--- src/rtl/scl_pkg.sv ---
package scl_pkg;
  typedef struct packed {
    logic [2:0] rsv_hi;
    logic [4:0] hold;
    logic [2:0] rsv_mid;
    logic       src_alt;
    logic       rsv_lo;
    logic [2:0] exp;
    logic [7:0] hi_div;
    logic [7:0] lo_div;
  } scl_cfg_t;

  localparam logic [31:0] CfgMask = 32'h1F17_FFFF;
  localparam int unsigned PhaseOvh = 3;
  localparam int unsigned HoldOvh  = 3;
endpackage

--- src/rtl/scl_cfg_reg.sv ---
module scl_cfg_reg
  import scl_pkg::*;
(
  input  logic        clk_i,
  input  logic        rst_ni,
  input  logic        we_i,
  input  logic [31:0] wdata_i,
  input  logic        prot_i,
  output scl_cfg_t    cfg_o
);
  scl_cfg_t cfg_q;

  always_ff @(posedge clk_i or negedge rst_ni) begin
    if (!rst_ni)              cfg_q <= '0;
    else if (we_i && !prot_i) cfg_q <= scl_cfg_t'(wdata_i & CfgMask);
  end

  assign cfg_o = cfg_q;

  assert_wr_prot_R2: assert property (@(posedge clk_i) disable iff (!rst_ni)
    prot_i |=> $stable(cfg_q));
endmodule

--- src/rtl/scl_phase_gen.sv ---
module scl_phase_gen
  import scl_pkg::*;
#(
  parameter int unsigned DIV_W = 8,
  parameter int unsigned EXP_W = 3,
  parameter int unsigned THR_W = 8,
  localparam int unsigned CNT_W = DIV_W + (2**EXP_W) - 1 + 2
) (
  input  logic             clk_i,
  input  logic             rst_ni,
  input  logic             en_i,
  input  logic [DIV_W-1:0] lo_div_i,
  input  logic [DIV_W-1:0] hi_div_i,
  input  logic [EXP_W-1:0] exp_i,
  input  logic             src_alt_i,
  input  logic             tick_i,
  input  logic             filt_en_i,
  input  logic [THR_W-1:0] thres_i,
  output logic             scl_o,
  output logic             fall_o
);
  logic             run_q, scl_q, fall_q;
  logic [CNT_W-1:0] ticks_q, cyc_q;
  logic [CNT_W-1:0] base, extra, ld_ticks, ld_cyc;
  logic [DIV_W-1:0] div_sel;
  logic             nxt_lvl, phase_end;

  // level of the phase about to be loaded
  assign nxt_lvl = run_q ? ~scl_q : 1'b0;
  assign div_sel = nxt_lvl ? hi_div_i : lo_div_i;

  always_comb begin
    base     = CNT_W'(div_sel) << exp_i;
    extra    = filt_en_i ? CNT_W'(thres_i) + CNT_W'(1) : '0;
    ld_ticks = src_alt_i ? base : '0;
    ld_cyc   = (src_alt_i ? '0 : base + CNT_W'(PhaseOvh)) + extra;
    if (ld_ticks == '0 && ld_cyc == '0) ld_cyc = CNT_W'(1);
  end

  assign phase_end = run_q &&
    ((ticks_q == '0 && cyc_q == CNT_W'(1)) ||
     (ticks_q == CNT_W'(1) && tick_i && cyc_q == '0));

  always_ff @(posedge clk_i or negedge rst_ni) begin
    if (!rst_ni) begin
      run_q   <= 1'b0;
      scl_q   <= 1'b1;
      fall_q  <= 1'b0;
      ticks_q <= '0;
      cyc_q   <= '0;
    end else begin
      fall_q <= 1'b0;
      if (!run_q) begin
        if (en_i) begin
          run_q   <= 1'b1;
          scl_q   <= 1'b0;
          fall_q  <= 1'b1;
          ticks_q <= ld_ticks;
          cyc_q   <= ld_cyc;
        end
      end else if (phase_end) begin
        if (en_i) begin
          scl_q   <= ~scl_q;
          fall_q  <= scl_q;
          ticks_q <= ld_ticks;
          cyc_q   <= ld_cyc;
        end else begin
          run_q   <= 1'b0;
          scl_q   <= 1'b1;
          ticks_q <= '0;
          cyc_q   <= '0;
        end
      end else if (ticks_q != '0) begin
        if (tick_i) ticks_q <= ticks_q - CNT_W'(1);
      end else begin
        cyc_q <= cyc_q - CNT_W'(1);
      end
    end
  end

  assign scl_o  = scl_q;
  assign fall_o = fall_q;

  assert_no_stall_R7: assert property (@(posedge clk_i) disable iff (!rst_ni)
    run_q |-> (ticks_q != '0 || cyc_q != '0));
  assert_idle_high_R10: assert property (@(posedge clk_i) disable iff (!rst_ni)
    !run_q |-> scl_q && !fall_q);
endmodule

--- src/rtl/scl_hold_timer.sv ---
module scl_hold_timer
  import scl_pkg::*;
#(
  parameter int unsigned HOLD_W = 5,
  localparam int unsigned HC_W = HOLD_W + 1
) (
  input  logic              clk_i,
  input  logic              rst_ni,
  input  logic              en_i,
  input  logic              hs_i,
  input  logic              fall_i,
  input  logic [HOLD_W-1:0] hold_i,
  output logic              fire_o
);
  logic [HC_W-1:0] cnt_q;

  always_ff @(posedge clk_i or negedge rst_ni) begin
    if (!rst_ni)              cnt_q <= '0;
    else if (!en_i)           cnt_q <= '0;
    else if (fall_i && !hs_i) cnt_q <= HC_W'(hold_i) + HC_W'(HoldOvh);
    else if (cnt_q != '0)     cnt_q <= cnt_q - HC_W'(1);
  end

  assign fire_o = (cnt_q == HC_W'(1));

  assert_fire_once_R8: assert property (@(posedge clk_i) disable iff (!rst_ni)
    fire_o && !fall_i |=> !fire_o);
endmodule

--- src/rtl/scl_wavegen.sv ---
module scl_wavegen
  import scl_pkg::*;
#(
  parameter int unsigned THR_W = 8
) (
  input  logic             clk_i,
  input  logic             rst_ni,
  input  logic             cfg_we_i,
  input  logic [31:0]      cfg_wdata_i,
  input  logic             wr_prot_i,
  output logic [31:0]      cfg_rdata_o,
  input  logic             host_en_i,
  input  logic             hs_mode_i,
  input  logic             alt_tick_i,
  input  logic             filt_en_i,
  input  logic [THR_W-1:0] filt_thres_i,
  output logic             scl_o,
  output logic             scl_fall_o,
  output logic             sda_upd_o
);
  scl_cfg_t cfg;
  logic     fall, hold_fire;

  scl_cfg_reg u_cfg (
    .clk_i, .rst_ni,
    .we_i    (cfg_we_i),
    .wdata_i (cfg_wdata_i),
    .prot_i  (wr_prot_i),
    .cfg_o   (cfg)
  );

  scl_phase_gen #(.DIV_W(8), .EXP_W(3), .THR_W(THR_W)) u_phase (
    .clk_i, .rst_ni,
    .en_i      (host_en_i),
    .lo_div_i  (cfg.lo_div),
    .hi_div_i  (cfg.hi_div),
    .exp_i     (cfg.exp),
    .src_alt_i (cfg.src_alt),
    .tick_i    (alt_tick_i),
    .filt_en_i (filt_en_i),
    .thres_i   (filt_thres_i),
    .scl_o     (scl_o),
    .fall_o    (fall)
  );

  scl_hold_timer #(.HOLD_W(5)) u_hold (
    .clk_i, .rst_ni,
    .en_i   (host_en_i),
    .hs_i   (hs_mode_i),
    .fall_i (fall),
    .hold_i (cfg.hold),
    .fire_o (hold_fire)
  );

  assign cfg_rdata_o = 32'(cfg);
  assign scl_fall_o  = fall;
  assign sda_upd_o   = host_en_i && (hs_mode_i ? fall : hold_fire);

  assert_fall_edge_R4: assert property (@(posedge clk_i) disable iff (!rst_ni)
    scl_fall_o |-> !scl_o && $past(scl_o));
  assert_hs_sda_R9: assert property (@(posedge clk_i) disable iff (!rst_ni)
    host_en_i && hs_mode_i && scl_fall_o |-> sda_upd_o);
  assert_stay_high_R12: assert property (@(posedge clk_i) disable iff (!rst_ni)
    !host_en_i && scl_o |=> scl_o);
endmodule

--- config.mk ---
export PLATFORM = sky130hd
export DESIGN_NAME = scl_wavegen
export DESIGN_NICKNAME = d
export VERILOG_FILES = /design/src/rtl/scl_pkg.sv /design/src/rtl/scl_cfg_reg.sv /design/src/rtl/scl_phase_gen.sv /design/src/rtl/scl_hold_timer.sv /design/src/rtl/scl_wavegen.sv
export SDC_FILE = /design/constraint.sdc
export NUM_CORES = 1
export LEC_CHECK = 0
export ABC_AREA = 1
export CAP_MARGIN = 20
export CORE_ASPECT_RATIO = 0.75
export CORE_MARGIN = 5
export CORE_UTILIZATION = 65
export DETAILED_ROUTE_END_ITERATION = 8
export DONT_BUFFER_PORTS = 1
export PLACE_DENSITY = 0.86
export SLEW_MARGIN = 20
export SYNTH_ARGS = -nofsm -noshare
export SYNTH_HDL_FRONTEND = slang
export SYNTH_SLANG_ARGS = --single-unit
--- constraint.sdc ---
create_clock -name clk_i -period 4.5 [get_ports clk_i]
set_input_delay 0.675 -clock clk_i [delete_from_list [all_inputs] [get_ports clk_i]]
set_output_delay 0.675 -clock clk_i [all_outputs]
set_load 0.03 [all_outputs]
# Yosys cells after proc, flatten, opt, wreduce, memory -nomap -nowiden

Cells that the tools add are included.

Flip-flop bits (word level): 68
Output and inout bits: 35
Logic and storage cells: 80

$add $sub $neg: 7
Equality and inequality tests: 8
Shift-type cells: 1
Muxes and demuxes: 31
Bitwise logic cells: 1
Reduce and logical (&&, ||, !) cells: 21

Operators by type and width:

| operator                                              | count |
|---|---|
| two-way mux 17 bit                                    | 15 |
| logical NOT 17 bit                                    | 4 |
| equality test 17 x 1 -> 1 bit, second input constant  | 2 |
| subtractor 17 x 1 -> 17 bit, second input constant    | 2 |
| two-way mux 6 bit                                     | 3 |
| adder 17 bit                                          | 1 |
| adder 17 x 2 -> 17 bit, second input constant         | 1 |
| nonzero test 17 bit                                   | 1 |
| << shifter 8 x 3 -> 17 bit                            | 1 |
| two-way mux 1 bit                                     | 12 |
| adder 8 x 1 -> 9 bit, second input constant           | 1 |
| inequality test 3 bit, second input constant          | 3 |
| logical AND 1 bit                                     | 8 |
| two-way mux 8 bit                                     | 1 |
| adder 5 x 2 -> 6 bit, second input constant           | 1 |
| equality test 6 x 1 -> 1 bit, second input constant   | 1 |
| nonzero test 6 bit                                    | 1 |
| subtractor 6 x 1 -> 6 bit, second input constant      | 1 |
| AND reduction 2 bit                                   | 2 |
| inequality test 3 x 1 -> 1 bit, second input constant | 1 |
| AND reduction 3 bit                                   | 1 |
| logical NOT 1 bit                                     | 2 |
| inequality test 2 bit, second input constant          | 1 |
| nonzero test 2 bit                                    | 1 |
| 2 further kinds                                       | 2 |

# Longest topological paths before layout

Gate-level depths: netlist of run 1.

Depth in word-level cells: 13
Depth in mapped cells: 32
Mapped depth without buffers: 31

# By module

Synthesis of run 1 repeated with hierarchy kept, for this count alone.

Cell total of the unflattened synthesis: 892
Area, all modules: 5914.4 um2

By module, submodules not included:

| module         | instances | cells an instance | area an instance (um2) |
|---|---|---|---|
| scl_phase_gen  | 1         | 691               | 4200.3 |
| scl_cfg_reg    | 1         | 117               | 1142.3 |
| scl_hold_timer | 1         | 79                | 550.5 |
| scl_wavegen    | 1         | 5                 | 21.3 |

# Least setup slack after synthesis of run 1

No wires, ideal clock.

Path type: flip-flop to flip-flop
Start point: register u_phase.scl_q (netlist: u_phase.scl_o)
End point: register u_phase.cyc_q[10]
Arrival: 3892 ps
Required time: 4378 ps
Setup slack: 485 ps
Stages on the path, launching flop included: 31
Buffers on the path: 2
Period minus slack after synthesis: 4015 ps
Cells stage by stage: dfstp_2 inv_2 nand2_2 buf_6 nand2_2 nand2_2 nand2_2 nor3_1 inv_1 ha_1 inv_1 nand4_2 xor2_1 nor2_1 ha_1 nand2_1 inv_1 a21oi_1 o21ai_0 or2_2 nand2_1 nand2_1 nor2_1 nand4_1 nor2_1 nand3_1 nor2_1 nand3_2 buf_6 nand3b_1 a21oi_1

Cells in the longest elaborated chain, start to end: 13
Elaborated cells between the ends (all ways): 16
Those cells by class: add/sub: 2; shift: 1; mux: 9; bitwise: 1; reduce/logical: 3

Ends and longest elaborated chain:

| what                           | RTL line            | source |
|---|---|---|
| start, declared                | scl_phase_gen.sv:22 | `logic run_q, scl_q, fall_q;` |
| start signal, assigned         | scl_phase_gen.sv:63 | `scl_q <= ~scl_q;` |
| NOT 1 bit (*)                  | scl_phase_gen.sv:29 | `assign nxt_lvl = run_q ? ~scl_q : 1'b0;` |
| two-way mux 1 bit (*)          | scl_phase_gen.sv:29 |  |
| two-way mux 8 bit (*)          | scl_phase_gen.sv:30 | `assign div_sel = nxt_lvl ? hi_div_i : lo_div_i;` |
| << shifter 8 x 3 -> 17 bit (*) | scl_phase_gen.sv:33 | `base = CNT_W'(div_sel) << exp_i;` |
| adder 17 x 2 -> 17 bit         | scl_phase_gen.sv:36 | `ld_cyc = (src_alt_i ? '0 : base + CNT_W'(PhaseOvh)) + extra;` |
| two-way mux 17 bit             | scl_phase_gen.sv:36 |  |
| adder 17 bit                   | scl_phase_gen.sv:36 |  |
| logical NOT 17 bit             | scl_phase_gen.sv:37 | `if (ld_ticks == '0 && ld_cyc == '0) ld_cyc = CNT_W'(1);` |
| logical AND 1 bit              | scl_phase_gen.sv:37 |  |
| two-way mux 17 bit (*)         | scl_phase_gen.sv:37 |  |
| two-way mux 17 bit             | scl_phase_gen.sv:62 | `if (en_i) begin` |
| two-way mux 17 bit             | scl_phase_gen.sv:61 | `end else if (phase_end) begin` |
| two-way mux 17 bit (*)         | scl_phase_gen.sv:53 | `if (!run_q) begin` |
| end signal, assigned           | scl_phase_gen.sv:59 | `cyc_q <= ld_cyc;` |
| end signal, assigned           | scl_phase_gen.sv:66 | `cyc_q <= ld_cyc;` |
| end signal, assigned           | scl_phase_gen.sv:76 | `cyc_q <= cyc_q - CNT_W'(1);` |
| end, declared                  | scl_phase_gen.sv:23 | `logic [CNT_W-1:0] ticks_q, cyc_q;` |

Every way passes the cells marked *; elsewhere a longest branch is shown, timed or not. The select of a mux whose other input is x is not followed.
A chain may end at the register's enable or synchronous reset.

# Worst setup path in the final report of run 1

Start point: register u_phase.scl_q (netlist: u_phase.scl_o)
End point: register u_phase.cyc_q[13]

The elaborated chain is that of the path after synthesis.

==> results of run 1 <==
==> registers in the layout, summed over array words and instances (netlist names) <==
| signal | count |
|---|---|
| u_phase.cyc_q | 17 |
| u_phase.fall_o | 1 |
| u_phase.ticks_q | 17 |
| u_hold.cnt_q | 6 |
| u_phase.scl_o | 1 |
| u_cfg.cfg_o | 25 |
| u_phase.run_q | 1 |
==> critical path: cells and delay by family (launching register included) <==
kind / cells / cell delay, ns
compound gates: 3 / 0.36
xor+xnor: 1 / 0.18
fa+ha+maj: 2 / 0.55
buf+inv: 4 / 0.28
flops: 1 / 0.54
simple gates: 18 / 2.16
==> synth_stat cells (all sizes together), types with 5 or more instances <==
| cell type | instances |
|---|---|
| nand4 | 12 |
| ha | 18 |
| nor3 | 13 |
| a211oi | 6 |
| a21oi | 83 |
| clkbuf | 17 |
| o21ai | 34 |
| or2 | 5 |
| nand2 | 132 |
| xor2 | 24 |
| nand3 | 95 |
| buf | 17 |
| nand3b | 7 |
| xnor2 | 7 |
| nor2 | 131 |
| dfrtp | 67 |
| inv | 96 |
==> layout by cell type, fill, tap and decap left out, drive strengths merged, types with 2 or more instances in the layout <==
master  netlist  layout
and2          2       2
o22ai         3       3
inv          96      96
a21oi        83      83
clkbuf       17      10
nand3b        7       7
nand4        12      12
o21ai        34      34
and3          2       2
dfrtp        67      67
nand3        95      96
o31ai         2       2
xor2         24      24
a211oi        6       6
mux2          3       3
xnor2         7       7
conb          1       7
buf          17      16
or2           5       5
nor3         13      13
clkinv        2       6
a22oi         3       3
o221ai        3       3
ha           18      18
nor2        131     131
nand2       132     132
==> worst paths after layout <==
path                            cells after the start                 from                  end  slack, ns
worst min register to register                      2  u_phase.ticks_q[16]  u_phase.ticks_q[16]       0.55
worst max register to register                     28        u_phase.scl_o    u_phase.cyc_q[13]       0.32
min in group clk_i                                  1           alt_tick_i  u_phase.ticks_q[16]       0.42
max in group asynchronous                           1               rst_ni        u_phase.run_q       4.02
worst max-delay path                               28        u_phase.scl_o    u_phase.cyc_q[13]       0.32
worst min-delay path                                0               rst_ni        u_phase.scl_o       0.14
==> metal layers <==
layer	global-route usage, %	wire length, um	share of wire, %
met3	8.82	1120	8.0
met1	37.5	6130	44
met2	46.3	6510	47
met4	8.53	212	1.5
met5	0	0	0
==> timing repair <==
item / in CTS / in global routing
hold endpoints to repair: 67 / 0
buffers inserted: 0 / 1
resized for setup: 0 / 12
setup endpoints to repair: 0 / 14
hold buffers: 1 / 0
==> per-stage QoR <==
step | hold WS (ns) | power [uW] | setup WS (ns)
detailed placement | 0.381 | 1610 | 0.148
global route | 0.111 | 2300 | -0.0276
finish | 0.141 | 2150 | 0.318
floorplan | 0.379 | 1450 | 0.485
CTS | 0.132 | 2130 | 0.103
global placement | 0.381 | 1560 | 0.316
==> power by group through the flow <==
stage	clock network [uW]	registers, uW	logic [uW]
2_1_floorplan	0	874	575
3_3_place_gp	0	887	673
3_5_place_dp	0	896	710
4_1_cts	518	884	730
5_1_grt	553	905	844
6_report	514	889	750
==> cell type report <==
type	instances	share of cell area (%)
multi-input cells	602	55.7
flip-flops and latches	68	29.8
inverters	98	6.42
repair buffers	16	2.45
well taps	105	2.29
clock buffers	10	2.23
clock inverters	6	1.14
==> cells by family (layout without fill, tap and decap cells) <==
kind of cell,count (synthesis),in the layout,share of synthesized area (%)
buf+inv,132,130,10.2
fa+ha+maj,19,19,4.57
mux,3,3,0.630
xor+xnor,31,31,5.06
flops,68,68,31.7
simple gates,401,402,33.5
compound gates,140,140,14.3
other cells,1,7,0.0699
==> flow_metrics.tcl, run 1 <==
set metrics [dict create \
    ys_seq_elements 68 \
    overflow 0 \
    syn_avg_cell_area_sq_um 6.75 \
    synth_cells 795 \
    p_int_uw 1260 \
    power.density_nw_per_um2 376 \
    cts_buffers 9 \
    cts-root-buf "clkbuf_8" \
    fmax_mhz 239 \
    min_period_ns 4.18 \
    dr_total_vias 5435 \
    place_hpwl_um 10300 \
    diodes 0 \
    drv_cap 0 \
    htree_num_levels 3 \
    fillers 635 \
    fin_crit_sh_pct 92.9 \
    core-area_sq_um 7950 \
    power.share.sequential_pct 41.3 \
    crit_required_ns 4.75 \
    hold_violations 0 \
    routed_wl_um 14000 \
    multiInputGateArea_sq_um 3190 \
    drt-initial-drc-count 581 \
    areaGrowthSynthToFinish_pct 6.74 \
    start_kind "flip-flop" \
    start_util_pct 67.5 \
    regArea_sq_um 1700 \
    tightestPinTransition_ns 0.719 \
    nets 862 \
    arrival_ns 4.43 \
    rows 28 \
    comb_power_share_pct 34.8 \
    ios 83 \
    cts.sinks 68 \
    maxSlewHeadroom_pct 52.0 \
    antenna_found_initial 0 \
    fin_setup_tns_ns 0 \
    numPortBuffers 0 \
    status "finished clean" \
    syn_area_sq_um 5370 \
    synth_cell_type_count 47 \
    setup_viol 0 \
    post_drt_wl_per_cell_um 15.4 \
    endpoint_kind "flip-flop" \
    critical-path-max-stage-delay_ns 0.54 \
    fin_skew_ns 0.00907 \
    maxSlewViolCount 0 \
    cts_buffer_depth 2 \
    criticalPathCategory "flip-flop to flip-flop" \
    cts.clk_slew.worst_paths_ns 0.08 \
    synth.top_cell.area_share_pct 31.3 \
    fin_area_sq_um 5730 \
    ys.flop_type "dfrtp_1" \
    ir_drop_mv 0.280 \
    synthArstFlopShare_pct 100 \
    instances_no_fill 905 \
    dieArea_sq_um 10200 \
    dp_cells 886 \
    ant_nets 0 \
    synth_largest_area_cell "dfrtp_1" \
    die_width_um 115 \
    dpl_cell_area_sq_um 5450 \
    hold_path.class "primary input to async pin" \
    grt_start_max_net_pins 68 \
    drc 0 \
    sw_frac_of_total_pct 41.6 \
    drt-pass1-iter-count 5 \
    worstPathMaxFanout 11 \
    cp_slowest_cell "dfstp_2" \
    layout-drive-gt1-share_pct 9.13 \
    gp_congestion 0.932 \
    yosysWarningCount 0 \
    via_per_inst 6.01 \
    cts_tree "done" \
    power_frac_clock_pct 23.9 \
    fin_util_pct 72.0 \
    clock_latency_ns 0.37 \
    synth_seq_area_share_pct 31.7 \
    synth_edf_count 0 \
    grt_usage_pct 28.7 \
    synth_area_leaders "dfrtp_1 31%, nor2_1 8.7%, nand2_1 8.5%" \
    grt_pass1_vias 5189 \
    dieHeight_um 88.7 \
    p_leak_uw 0.00277 \
    power_switching_uw 896 \
    grt_pass1_wl_um 23600 \
]
Note: power is estimated with default switching activity, not from simulation.
==> run 2: changes to the inputs <==
--- a/config.mk
+++ b/config.mk
@@ -9,10 +9,10 @@
 export CAP_MARGIN = 20
 export CORE_ASPECT_RATIO = 0.75
 export CORE_MARGIN = 5
-export CORE_UTILIZATION = 65
+export CORE_UTILIZATION = 51
 export DETAILED_ROUTE_END_ITERATION = 8
 export DONT_BUFFER_PORTS = 1
-export PLACE_DENSITY = 0.86
+export PLACE_DENSITY = 0.71
 export SLEW_MARGIN = 20
 export SYNTH_ARGS = -nofsm -noshare
 export SYNTH_HDL_FRONTEND = slang
==> run 2 against run 1 <==
Net effect: flip-flop and latch count unchanged; via count shrank 3.9%; register-to-register slack better by 0.10 ns; sequential power fell by 0.8%; combinational power shrank 2%; maximum frequency is 2.5% higher; design area grew 2.6%; sequential share of layout area shrank 0.78 points; clock power increased by 41%; count of clock-buffer cells in the layout shrank 1.
==> flow_metrics.tcl, run 2 (synthesis results as in run 1) <==
set metrics [dict create \
    min_period_ns 4.08 \
    cts.sinks 68 \
    cts-root-buf "clkbuf_16" \
    tightestPinTransition_ns 0.730 \
    worstPathMaxFanout 11 \
    setup_viol 0 \
    die_width_um 128 \
    busiest_layer "met2" \
    drt-initial-drc-count 411 \
    post_drt_wl_per_cell_um 14.5 \
    power_frac_clock_pct 31.0 \
    grt_start_max_net_pins 69 \
    grt_pass1_vias 4997 \
    nets 865 \
    clock_latency_ns 0.34 \
    critPathMostFrequentCell "nand2_1" \
    cts_buffer_depth 2 \
    rsz0062_at_grt "no" \
    drc 0 \
    power.share.sequential_pct 37.6 \
    drv_cap 0 \
    power_switching_uw 910 \
    gp_congestion 0.895 \
    routed_wl_um 13600 \
    drt-pass1-iter-count 5 \
    ios 83 \
    maxSlewHeadroom_pct 51.3 \
    power.density_nw_per_um2 399 \
    dieHeight_um 98.8 \
    start_kind "flip-flop" \
    grt_use_met2_pct 34.2 \
    grtUsageMet3_pct 4.66 \
    largest_reg_flops 25 \
    hold_violations 0 \
    endpoint_kind "flip-flop" \
    ir_drop_mv 0.244 \
    rows 32 \
    crit_required_ns 4.72 \
    p_leak_uw 0.00283 \
    dr_total_vias 5223 \
    ant_nets 0 \
    status "finished clean" \
    whs_ns 0.0258 \
    core-area_sq_um 10300 \
    fin_crit_sh_pct 90.7 \
    arrival_ns 4.30 \
    comb_power_share_pct 31.4 \
    areaGrowthSynthToFinish_pct 9.54 \
    critical-path-max-stage-delay_ns 0.54 \
    overflow 0 \
    grt_usage_pct 22.2 \
    grt_util_met1_pct 32.0 \
    cts.clk_slew.worst_paths_ns 0.06 \
    sw_frac_of_total_pct 38.8 \
    p_int_uw 1440 \
    fin_setup_tns_ns 0 \
    numPortBuffers 0 \
    via_per_inst 5.56 \
    fmax_mhz 245 \
    hold_path.class "primary input to async pin" \
    cp_slowest_cell "dfstp_2" \
    htree_num_levels 3 \
    final_cell_mix "122 x nor2_1, 122 x nand2_1, 94 x inv_1" \
    antenna_found_initial 0 \
    cts_tree "done" \
    cts_buffers 9 \
    dieArea_sq_um 12700 \
    grt_pass1_wl_um 23200 \
    fin_skew_ns 0.00346 \
    start_util_pct 52.1 \
    diodes 0 \
    place_hpwl_um 10400 \
    criticalPathCategory "flip-flop to flip-flop" \
    maxSlewViolCount 0 \
    layout-drive-gt1-share_pct 9.34 \
]
[run 2: worst paths after layout]
path                                     from             endpoint  slack, ns  cells past startpoint
setup / recovery                u_phase.scl_o    u_phase.cyc_q[10]       0.42                     28
hold / removal                         rst_ni      u_hold.cnt_q[4]       0.03                      0
setup reg to reg                u_phase.scl_o    u_phase.cyc_q[10]       0.42                     28
hold reg to reg            u_phase.ticks_q[1]   u_phase.ticks_q[1]       0.53                      2
max in group asynchronous              rst_ni        u_phase.scl_o       4.28                      0
min in group clk_i                 alt_tick_i  u_phase.ticks_q[16]       0.46                      1
[run 2: power by group through the flow]
stage          Clock (uW)  Combinational (uW)  Sequential, uW
4_1_cts               736                 724             881
3_3_place_gp            0                 691             885
5_1_grt               762                 837             899
2_1_floorplan           0                 575             874
6_report              727                 736             882
3_5_place_dp            0                 719             892
[run 2: final cells by class]
cell class                      instances  area [sq um]
Clock inverter                          7          75.1
Multi-Input combinational cell        602          3190
Tap cell                              136           170
Sequential cell                        68          1700
Clock buffer                            9           225
Inverter                               98           368
Fill cell                             994          4410
Timing Repair Buffer                   19           143
[run 2: metal layers]
metal	vias to the layer above	part of all wire, %
met5	-	0
met4	0	0.81
met3	11	7.3
met2	161	44
met1	2444	48
li1	2607	-
[run 2: per-stage QoR]
step	total power (uW)	util (%)	area, sq um	worst slack, ns	std cells
2_1_floorplan	1450	-	5390	0.485	801
3_3_place_gp	1580	53.6	5510	0.274	921
3_5_place_dp	1610	53.6	5510	0.145	921
4_1_cts	2340	56.5	5810	0.110	937
5_1_grt	2500	57.1	5880	0.0391	939
6_report	2350	57.1	5880	0.419	939
[run 2: critical path, delay by kind of cell, from the launching register on]
kind	cells	cell delay [ns]
simple gates	19	2.21
flops	1	0.54
fa+ha+maj	2	0.53
compound gates	3	0.32
buf+inv	3	0.20
xor+xnor	1	0.16
[run 2: timing repair]
action / in CTS / in global routing
setup endpoints to repair: 0 / 13
buffers inserted: 0 / 1
hold buffers: 0 / 0
gates resized for setup: 0 / 13
==> run 3: changes to the inputs <==
--- a/config.mk
+++ b/config.mk
@@ -8,7 +8,7 @@
 export ABC_AREA = 1
 export CAP_MARGIN = 20
 export CORE_ASPECT_RATIO = 0.75
-export CORE_MARGIN = 5
+export CORE_MARGIN = 3
 export CORE_UTILIZATION = 51
 export DETAILED_ROUTE_END_ITERATION = 8
 export DONT_BUFFER_PORTS = 1
==> constraint.sdc (replaced) <==
create_clock -name clk_i -period 4 [get_ports clk_i]
set_input_delay 0.6 -clock clk_i [delete_from_list [all_inputs] [get_ports clk_i]]
set_output_delay 0.6 -clock clk_i [all_outputs]
set_load 0.03 [all_outputs]
==> run 3 against run 2 <==
Net effect: design area increased by 9.6%; routed wire length rose by 6.1%; setup slack worse by 0.31 ns; maximum frequency increased by 4.8%; critical path depth decreased by 3; clock power rose by 15%.
==> flow_metrics.tcl, run 3 (synthesis results as in run 1) <==
set metrics [dict create \
    setup_viol 0 \
    dieHeight_um 94.8 \
    cp_slowest_cell "dfstp_2" \
    numPortBuffers 0 \
    cts-root-buf "clkbuf_16" \
    drt-initial-drc-count 503 \
    cts.sinks 68 \
    overflow 0 \
    diodes 0 \
    largest_reg_flops 25 \
    drt-pass1-iter-count 5 \
    fmax_mhz 257 \
    maxSlewViolCount 0 \
    start_kind "flip-flop" \
    cts.clk_slew.worst_paths_ns 0.06 \
    tightestPinTransition_ns 0.726 \
    criticalPathCategory "flip-flop to flip-flop" \
    cts_tree "done" \
    cp_top_family "simple AND/OR/NAND/NOR gates" \
    hold_violations 0 \
    htree_num_levels 3 \
    p_leak_uw 0.00308 \
    ir_drop_mv 0.254 \
    antenna_found_initial 0 \
    grt_pass1_wl_um 24200 \
    rows 31 \
    maxSlewHeadroom_pct 51.6 \
    cts_buffer_depth 2 \
    min_period_ns 3.89 \
    crit_required_ns 4.27 \
    grt_pass1_vias 5191 \
    power.density_nw_per_um2 435 \
    critPathMostFrequentCell "a21oi_2" \
    endpoint_kind "flip-flop" \
    layout-drive-gt1-share_pct 18.6 \
    critPathLaunch "u_phase.scl_o" \
    post_drt_wl_per_cell_um 14.8 \
    hold_path.class "primary input to async pin" \
    drc 0 \
    mostFrequentLayoutCell "nor2_1" \
    grt_start_max_net_pins 68 \
    core-area_sq_um 9930 \
    dieArea_sq_um 11800 \
    dr_total_vias 5499 \
    critical-path-max-stage-delay_ns 0.54 \
    grt_usage_pct 24.9 \
    gp_congestion 0.891 \
    worstPathMaxFanout 7 \
    cts_buffers 9 \
    fin_crit_sh_pct 97.4 \
    areaGrowthSynthToFinish_pct 20.1 \
    rsz0062_at_grt "yes" \
    total_power_uw 2800 \
    place_hpwl_um 10600 \
    ant_nets 0 \
    fin_skew_ns 0.00320 \
    r2r-start "u_phase.scl_o" \
    arrival_ns 4.16 \
    final_cell_mix "121 x nor2_1, 114 x nand2_1, 92 x inv_1" \
    drv_cap 0 \
    clock_latency_ns 0.34 \
    fin_util_pct 64.9 \
    routed_wl_um 14500 \
    die_width_um 124 \
    start_util_pct 54.0 \
    ios 83 \
    status "finished clean" \
    worst-path-buf-inv 4 \
    via_per_inst 5.63 \
    nets 906 \
]
## run 3: worst paths after layout
kind                                  endpoint  slack, ns  cells past startpoint
max reg2reg                   u_phase.cyc_q[0]       0.11                     25
max                           u_phase.cyc_q[0]       0.11                     25
min in group clk_i         u_phase.ticks_q[16]       0.38                      1
min                              u_phase.scl_o       0.10                      0
max in group asynchronous        u_phase.run_q       3.57                      1
min reg2reg                 u_phase.ticks_q[1]       0.54                      2
## run 3: routing by layer
| metal | share of wire (%) | global-route usage (%) | up-vias |
|---|---|---|---|
| met5 | 0 | 0 | - |
| met4 | 1.8 | 7.12 | 0 |
| met3 | 6.8 | 5.43 | 26 |
| met2 | 45 | 39.4 | 181 |
| met1 | 46 | 34.5 | 2599 |
| li1 | - | - | 2693 |
## run 3: final cells by class
cell class                 count  area (sq um)
tap                          132           165
clock buffer                  10           239
inverter                      98           368
clock inverter                 6          71.3
timing repair buffer          60           474
multi-input combinational    602          3420
fill                         887          3490
sequential                    68          1700
## run 3: timing repair
item                       4_1_cts  5_1_grt
pin swaps                       15       36
gates cloned                     1        0
setup buffers                    0       11
setup endpoints to repair       13       14
gates resized for setup         23       42
hold buffers                     1        0
hold endpoints to repair        67        0
## run 3: metrics by stage
step | worst slack (ns) | instances | hold slack [ns] | area [sq um] | TNS (ns)
2_1_floorplan | 0.0406 | 801 | 0.304 | 5390 | 0
6_report | 0.105 | 976 | 0.103 | 6440 | 0
4_1_cts | 0.00429 | 965 | 0.0939 | 6180 | 0
5_1_grt | -0.179 | 976 | 0.0878 | 6440 | -1.76
3_5_place_dp | -0.178 | 947 | 0.306 | 5740 | -1.88
3_3_place_gp | 0.0140 | 947 | 0.306 | 5740 | 0
## run 3: power by group
| part | switching (uW) | internal, uW | leakage, uW |
|---|---|---|---|
| Clock | 332 | 504 | 0.000145 |
| Sequential | 149 | 816 | 0.000766 |
| Combinational | 613 | 386 | 0.00217 |
| Total | 1090 | 1710 | 0.00308 |
## run 3: worst register-to-register path, delay by kind of cell, from the launching register on
family,cells,cell delay (ns)
AND/OR/NAND/NOR,13,1.54
AO/OA/AOI/OAI,5,0.73
flip-flops,1,0.54
buffers and inverters,4,0.44
adder cells (fa/ha/maj),2,0.42
XOR/XNOR,1,0.17
